--- config.mk ---
export PLATFORM = sky130hd
export DESIGN_NAME = brunit_top
export DESIGN_NICKNAME = d
export VERILOG_FILES = /design/src/rtl/brunit_pkg.sv /design/src/rtl/brunit_cond.sv /design/src/rtl/brunit_resolve.sv /design/src/rtl/brunit_stage.sv /design/src/rtl/brunit_top.sv
export SDC_FILE = /design/constraint.sdc
export NUM_CORES = 1
export LEC_CHECK = 0
export BUFFER_PORTS_ARGS = -buffer_cell sky130_fd_sc_hd__buf_2
export CORE_MARGIN = 1
export CORE_UTILIZATION = 40
export CTS_CLUSTER_DIAMETER = 30
export DETAILED_ROUTE_END_ITERATION = 12
export GPL_TIMING_DRIVEN = 0
export PLACE_DENSITY = 0.73
export SLEW_MARGIN = 10
export SYNTH_ARGS = -nofsm -noshare
export SYNTH_HDL_FRONTEND = slang
export SYNTH_HIERARCHICAL = 1
export SYNTH_SLANG_ARGS = --single-unit
export TNS_END_PERCENT = 50
--- constraint.sdc ---
create_clock -name clk -period 2.1 [get_ports clk]
set_input_delay 0.42 -clock clk [delete_from_list [all_inputs] [get_ports clk]]
set_output_delay 0.42 -clock clk [all_outputs]
set_load 0.01 [all_outputs]
--- src/rtl/brunit_pkg.sv ---
package brunit_pkg;
  typedef enum logic [2:0] {
    COND_NEVER  = 3'b000,
    COND_ALWAYS = 3'b001,
    COND_ZERO   = 3'b010,
    COND_NZERO  = 3'b011,
    COND_NONNEG = 3'b100,
    COND_NEG    = 3'b101,
    COND_RSV6   = 3'b110,
    COND_RSV7   = 3'b111
  } cond_e;
endpackage

--- src/rtl/brunit_cond.sv ---
module brunit_cond
  import brunit_pkg::*;
#(
  parameter int XLEN = 32
) (
  input  logic [2:0]      cond,
  input  logic [XLEN-1:0] test_val,
  output logic            taken
);
  localparam int SIGN_BIT = XLEN - 1;

  logic is_zero;
  logic is_neg;

  assign is_zero = (test_val == '0);
  assign is_neg  = test_val[SIGN_BIT];

  always_comb begin
    unique case (cond_e'(cond))
      COND_ALWAYS: taken = 1'b1;
      COND_ZERO:   taken = is_zero;
      COND_NZERO:  taken = !is_zero;
      COND_NONNEG: taken = !is_neg;
      COND_NEG:    taken = is_neg;
      default:     taken = 1'b0;
    endcase
  end
endmodule

--- src/rtl/brunit_resolve.sv ---
module brunit_resolve #(
  parameter int XLEN = 32,
  parameter int RIDX = 5
) (
  input  logic            taken,
  input  logic            link,
  input  logic [XLEN-1:0] seq_pc,
  input  logic [XLEN-1:0] target,
  input  logic [RIDX-1:0] link_idx,
  output logic [XLEN-1:0] next_pc,
  output logic            wr_en,
  output logic [RIDX-1:0] wr_idx,
  output logic [XLEN-1:0] wr_data
);
  // Target operand was read with the request, so it is the pre-link value.
  assign next_pc = taken ? target : seq_pc;
  assign wr_en   = link;
  assign wr_idx  = link ? link_idx : '0;
  assign wr_data = link ? seq_pc : '0;
endmodule

--- src/rtl/brunit_stage.sv ---
module brunit_stage #(
  parameter int W = 8
) (
  input  logic         clk,
  input  logic         rst_n,
  input  logic         in_valid,
  output logic         in_ready,
  input  logic [W-1:0] in_data,
  output logic         out_valid,
  input  logic         out_ready,
  output logic [W-1:0] out_data
);
  logic         full_q;
  logic [W-1:0] data_q;

  assign in_ready  = !full_q || out_ready;
  assign out_valid = full_q;
  assign out_data  = data_q;

  always_ff @(posedge clk) begin
    if (!rst_n) begin
      full_q <= 1'b0;
      data_q <= '0;
    end else if (in_ready) begin
      full_q <= in_valid;
      if (in_valid) data_q <= in_data;
    end
  end
endmodule

--- src/rtl/brunit_top.sv ---
module brunit_top #(
  parameter int XLEN = 32,
  parameter int RIDX = 5
) (
  input  logic            clk,
  input  logic            rst_n,
  input  logic            req_valid,
  output logic            req_ready,
  input  logic            req_link,
  input  logic [2:0]      req_cond,
  input  logic [XLEN-1:0] req_seq_pc,
  input  logic [XLEN-1:0] req_target,
  input  logic [XLEN-1:0] req_test,
  input  logic [RIDX-1:0] req_link_idx,
  output logic            rsp_valid,
  input  logic            rsp_ready,
  output logic            rsp_taken,
  output logic [XLEN-1:0] rsp_next_pc,
  output logic            rsp_wr_en,
  output logic [RIDX-1:0] rsp_wr_idx,
  output logic [XLEN-1:0] rsp_wr_data
);
  localparam int PKT_W = 1 + XLEN + 1 + RIDX + XLEN;

  logic            c_taken;
  logic [XLEN-1:0] c_next_pc;
  logic            c_wr_en;
  logic [RIDX-1:0] c_wr_idx;
  logic [XLEN-1:0] c_wr_data;
  logic [PKT_W-1:0] pkt_in;
  logic [PKT_W-1:0] pkt_out;

  brunit_cond #(.XLEN(XLEN)) u_cond (
    .cond     (req_cond),
    .test_val (req_test),
    .taken    (c_taken)
  );

  brunit_resolve #(.XLEN(XLEN), .RIDX(RIDX)) u_resolve (
    .taken    (c_taken),
    .link     (req_link),
    .seq_pc   (req_seq_pc),
    .target   (req_target),
    .link_idx (req_link_idx),
    .next_pc  (c_next_pc),
    .wr_en    (c_wr_en),
    .wr_idx   (c_wr_idx),
    .wr_data  (c_wr_data)
  );

  assign pkt_in = {c_taken, c_next_pc, c_wr_en, c_wr_idx, c_wr_data};

  brunit_stage #(.W(PKT_W)) u_stage (
    .clk       (clk),
    .rst_n     (rst_n),
    .in_valid  (req_valid),
    .in_ready  (req_ready),
    .in_data   (pkt_in),
    .out_valid (rsp_valid),
    .out_ready (rsp_ready),
    .out_data  (pkt_out)
  );

  assign {rsp_taken, rsp_next_pc, rsp_wr_en, rsp_wr_idx, rsp_wr_data} = pkt_out;
endmodule

==> qor.json <==
{
  "drt": {
    "avgViaCountPerCell": 4.69,
    "drt_iter0_markers": 39,
    "routed_wirelength_um": 10100,
    "wl_per_cell_um": 13.8,
    "via_count": 3434,
    "post-route-drc-count": 0,
    "detail-route-antenna-nets": 0,
    "drt_first_pass_iters": 4
  },
  "setup_path": {
    "start_kind": "input pin",
    "cp.required_ns": 2.32,
    "critical_path.endpoint_type": "register",
    "r2r_setup_slack_ns": 0.92,
    "data_arrival_time_of_the_worst_path_ns": 2.16,
    "path_type_of_the_worst_setup_path": "input pin to register",
    "worstPathMaxFanout": 10
  },
  "clock_network": {
    "worst_skew_pair.late_latency_ns": 0.34,
    "clock_tree.htree_level_count": 3,
    "cts.sinks": 72,
    "clock_path_buffers": 2,
    "cts_tree": "built",
    "clock-root-buffer": "sky130_fd_sc_hd__clkbuf_8",
    "cts.hold.buffers_added": 0,
    "number_of_cts_inserted_buffers": 9,
    "clkTransAtPathRegs_ns": 0.08
  },
  "logic_synthesis": {
    "yosys_warnings": 6,
    "ys_dominant_reg_cell": "sky130_fd_sc_hd__dfxtp_1",
    "netlist_instances": 407,
    "synth.avg_cell_area_um2": 9.49,
    "post-synth-top-area-fraction": 0.373,
    "synth_enable_flop_cells": 0,
    "library_cell_with_the_highest_instance_count_after_synthesis": "sky130_fd_sc_hd__nand2_1",
    "yosys_register_bits": 72,
    "post_synth_cell_types": 22,
    "synth.area.top_cells": "sky130_fd_sc_hd__dfxtp_1 37%, sky130_fd_sc_hd__mux2i_1 18%, sky130_fd_sc_hd__nand2_1 14%",
    "synth.yosys.seq_area_share": 0.373,
    "mappedNetlistArea_um2": 3860,
    "synth.net_count": 516,
    "synth_top_cell_by_area": "sky130_fd_sc_hd__dfxtp_1",
    "ys_top_cells_by_count": "142 x sky130_fd_sc_hd__nand2_1, 72 x sky130_fd_sc_hd__dfxtp_1, 71 x sky130_fd_sc_hd__mux2i_1, 37 x sky130_fd_sc_hd__and2_1, 30 x sky130_fd_sc_hd__mux2_4",
    "ys_async_sr_fraction": 0
  },
  "floorplan": {
    "floorplan.rows": 35,
    "floorplan.die.width_um": 100,
    "top_ports": 182,
    "die_area_um2": 10100,
    "die_h_um": 100,
    "placeableCoreArea_um2": 9280,
    "initial_util": 0.416
  },
  "timing": {
    "setup_viol_count_final": 0,
    "finalHoldViolCount": 0,
    "timing_max_transition_violations_final": 0,
    "worst_pin_slew_ns": 0.554,
    "rsz_0062_raised_after_global_routing": "false",
    "share_of_the_clock_period_used_by_the_worst_path_after_layout": 0.923,
    "tns_ns": 0,
    "finalClockSkew_ns": 0.0102,
    "hold_slack_ns": 0.333,
    "maximum_clock_rate_mhz": 516,
    "timing.max_slew.rel_slack": 0.631,
    "post-route-min-period_ns": 1.94
  },
  "grt": {
    "combined_global_route_utilization_of_all_metal_layers": 0.204,
    "grt_first_pass_wirelength_um": 16100,
    "grt_pass1_vias": 3470,
    "globalRoute.totalOverflow": 0,
    "grt_antenna_before_repair": 0,
    "grt_max_degree": 13
  },
  "power_and_ir_drop": {
    "switching_power_total_mw": 0.896,
    "maximum_vdd_drop_v": 0.000275,
    "power_frac_clock": 0.383,
    "leakage_nw": 2.65,
    "overall_power_after_layout_mw": 3.59,
    "p_per_area_nw_per_um2": 692,
    "share_comb_of_total_power": 0.202,
    "switching_share": 0.250,
    "internal_power_mw": 2.69,
    "power_frac_seq": 0.415
  },
  "job": {
    "cap_viol_max_count": 0
  },
  "hold_path": {
    "min-delay-path-class": "input pin to register"
  },
  "placement": {
    "hpwlAfterDp_um": 7830,
    "gp_congestion": 0.736,
    "numPlacedInstances": 716,
    "portBuffers": 180
  },
  "layout": {
    "finish.cell_count_without_fillers": 732,
    "syn_to_final_growth_pct": 34.2,
    "drive_above_1_share": 0.428,
    "postLayoutCoreUtil": 0.558,
    "final_net_count": 707,
    "diodes": 0
  },
  "run_status": {
    "result_of_the_run": "finished, final reports clean"
  }
}
stage by stage:
stage	instance area, um2	worst slack (ns)
3_5_place_dp	4920	-0.270
2_1_floorplan	3860	0.102
4_1_cts	5180	0.104
5_1_grt	5180	0.0612
3_3_place_gp	4920	-0.235
6_report	5180	0.161
per-layer routing:
| metal | up-vias | GRT usage | share of wire |
|---|---|---|---|
| met4 | 0 | 0.0557 | 0.0069 |
| met2 | 133 | 0.383 | 0.51 |
| met1 | 1584 | 0.228 | 0.42 |
| met3 | 5 | 0.0494 | 0.064 |
| met5 | - | 0 | 0 |
| li1 | 1712 | - | - |
kinds of logic (layout without fill, tap and decap cells):
logic type             after synthesis  count (layout)  share of synthesized area
multiplexers                       103             103                      0.306
AND/OR/NAND/NOR                    193             193                      0.226
buffers and inverters               34             230                     0.0865
flip-flops                          72              72                      0.373
AO/OA/AOI/OAI                        5               5                    0.00810
worst max-delay path, cell delays in order:
cell and delay [ns]:
sky130_fd_sc_hd__buf_2 0.09, sky130_fd_sc_hd__nor4_1 0.28, sky130_fd_sc_hd__and4_1 0.28, sky130_fd_sc_hd__nand4b_1 0.12, sky130_fd_sc_hd__a2bb2oi_2 0.19, sky130_fd_sc_hd__buf_6 0.18
sky130_fd_sc_hd__buf_12 0.16, sky130_fd_sc_hd__mux2_4 0.30, sky130_fd_sc_hd__nand2_1 0.06, sky130_fd_sc_hd__mux2i_1 0.08
cells in the final DEF (no fill, tap or decap), drive strengths merged:
master	instances
nand4b	1
nand2	142
and4	2
nand2b	1
clkbuf	17
inv	2
and2	38
a2bb2oi	1
bufinv	3
mux2	32
nor4	8
clkinvlp	1
a21oi	2
a21boi	1
clkinv	1
and2b	1
buf	206
mux2i	71
dfxtp	72
o21ai	1
what timing repair did:
| action | 4_1_cts | 5_1_grt |
|---|---|---|
| setup endpoints to repair | 0 | 1 |
| setup buffers | 0 | 0 |
| endpoints found under the hold margin | 0 | 0 |
| resized for setup | 0 | 1 |
final cells by class:
| cell class | count | area [um2] |
|---|---|---|
| tap | 129 | 161 |
| inverter | 2 | 7.51 |
| clock inverter | 5 | 103 |
| fill | 888 | 4100 |
| multi-input combinational | 301 | 2090 |
| timing repair buffer | 180 | 901 |
| clock buffer | 11 | 151 |
| sequential | 72 | 1440 |
| buffer | 32 | 327 |
sequential cells by signal (all words and copies together) (netlist names):
| signal | count |
|---|---|
| u_stage/out_data | 71 |
| u_stage/out_valid | 1 |
path summary, 6_finish.rpt:
path                            cells after the start                  from              endpoint
worst max-delay path                               10          req_test[17]  u_stage/out_data[53]
worst min-delay path                                3             req_valid     u_stage/out_valid
worst max register to register                      5     u_stage/out_valid   u_stage/out_data[9]
worst min register to register                      2  u_stage/out_data[40]  u_stage/out_data[40]
power groups by stage:
| stage | clock network (mW) | logic, mW | registers [mW] |
|---|---|---|---|
| 2_1_floorplan | 0 | 0.420 | 1.56 |
| 3_3_place_gp | 0 | 0.712 | 1.52 |
| 3_5_place_dp | 0 | 0.729 | 1.52 |
| 4_1_cts | 1.42 | 0.732 | 1.49 |
| 5_1_grt | 1.46 | 0.787 | 1.50 |
| 6_report | 1.37 | 0.724 | 1.49 |
No activity file was read; power rests on OpenSTA's default activity.
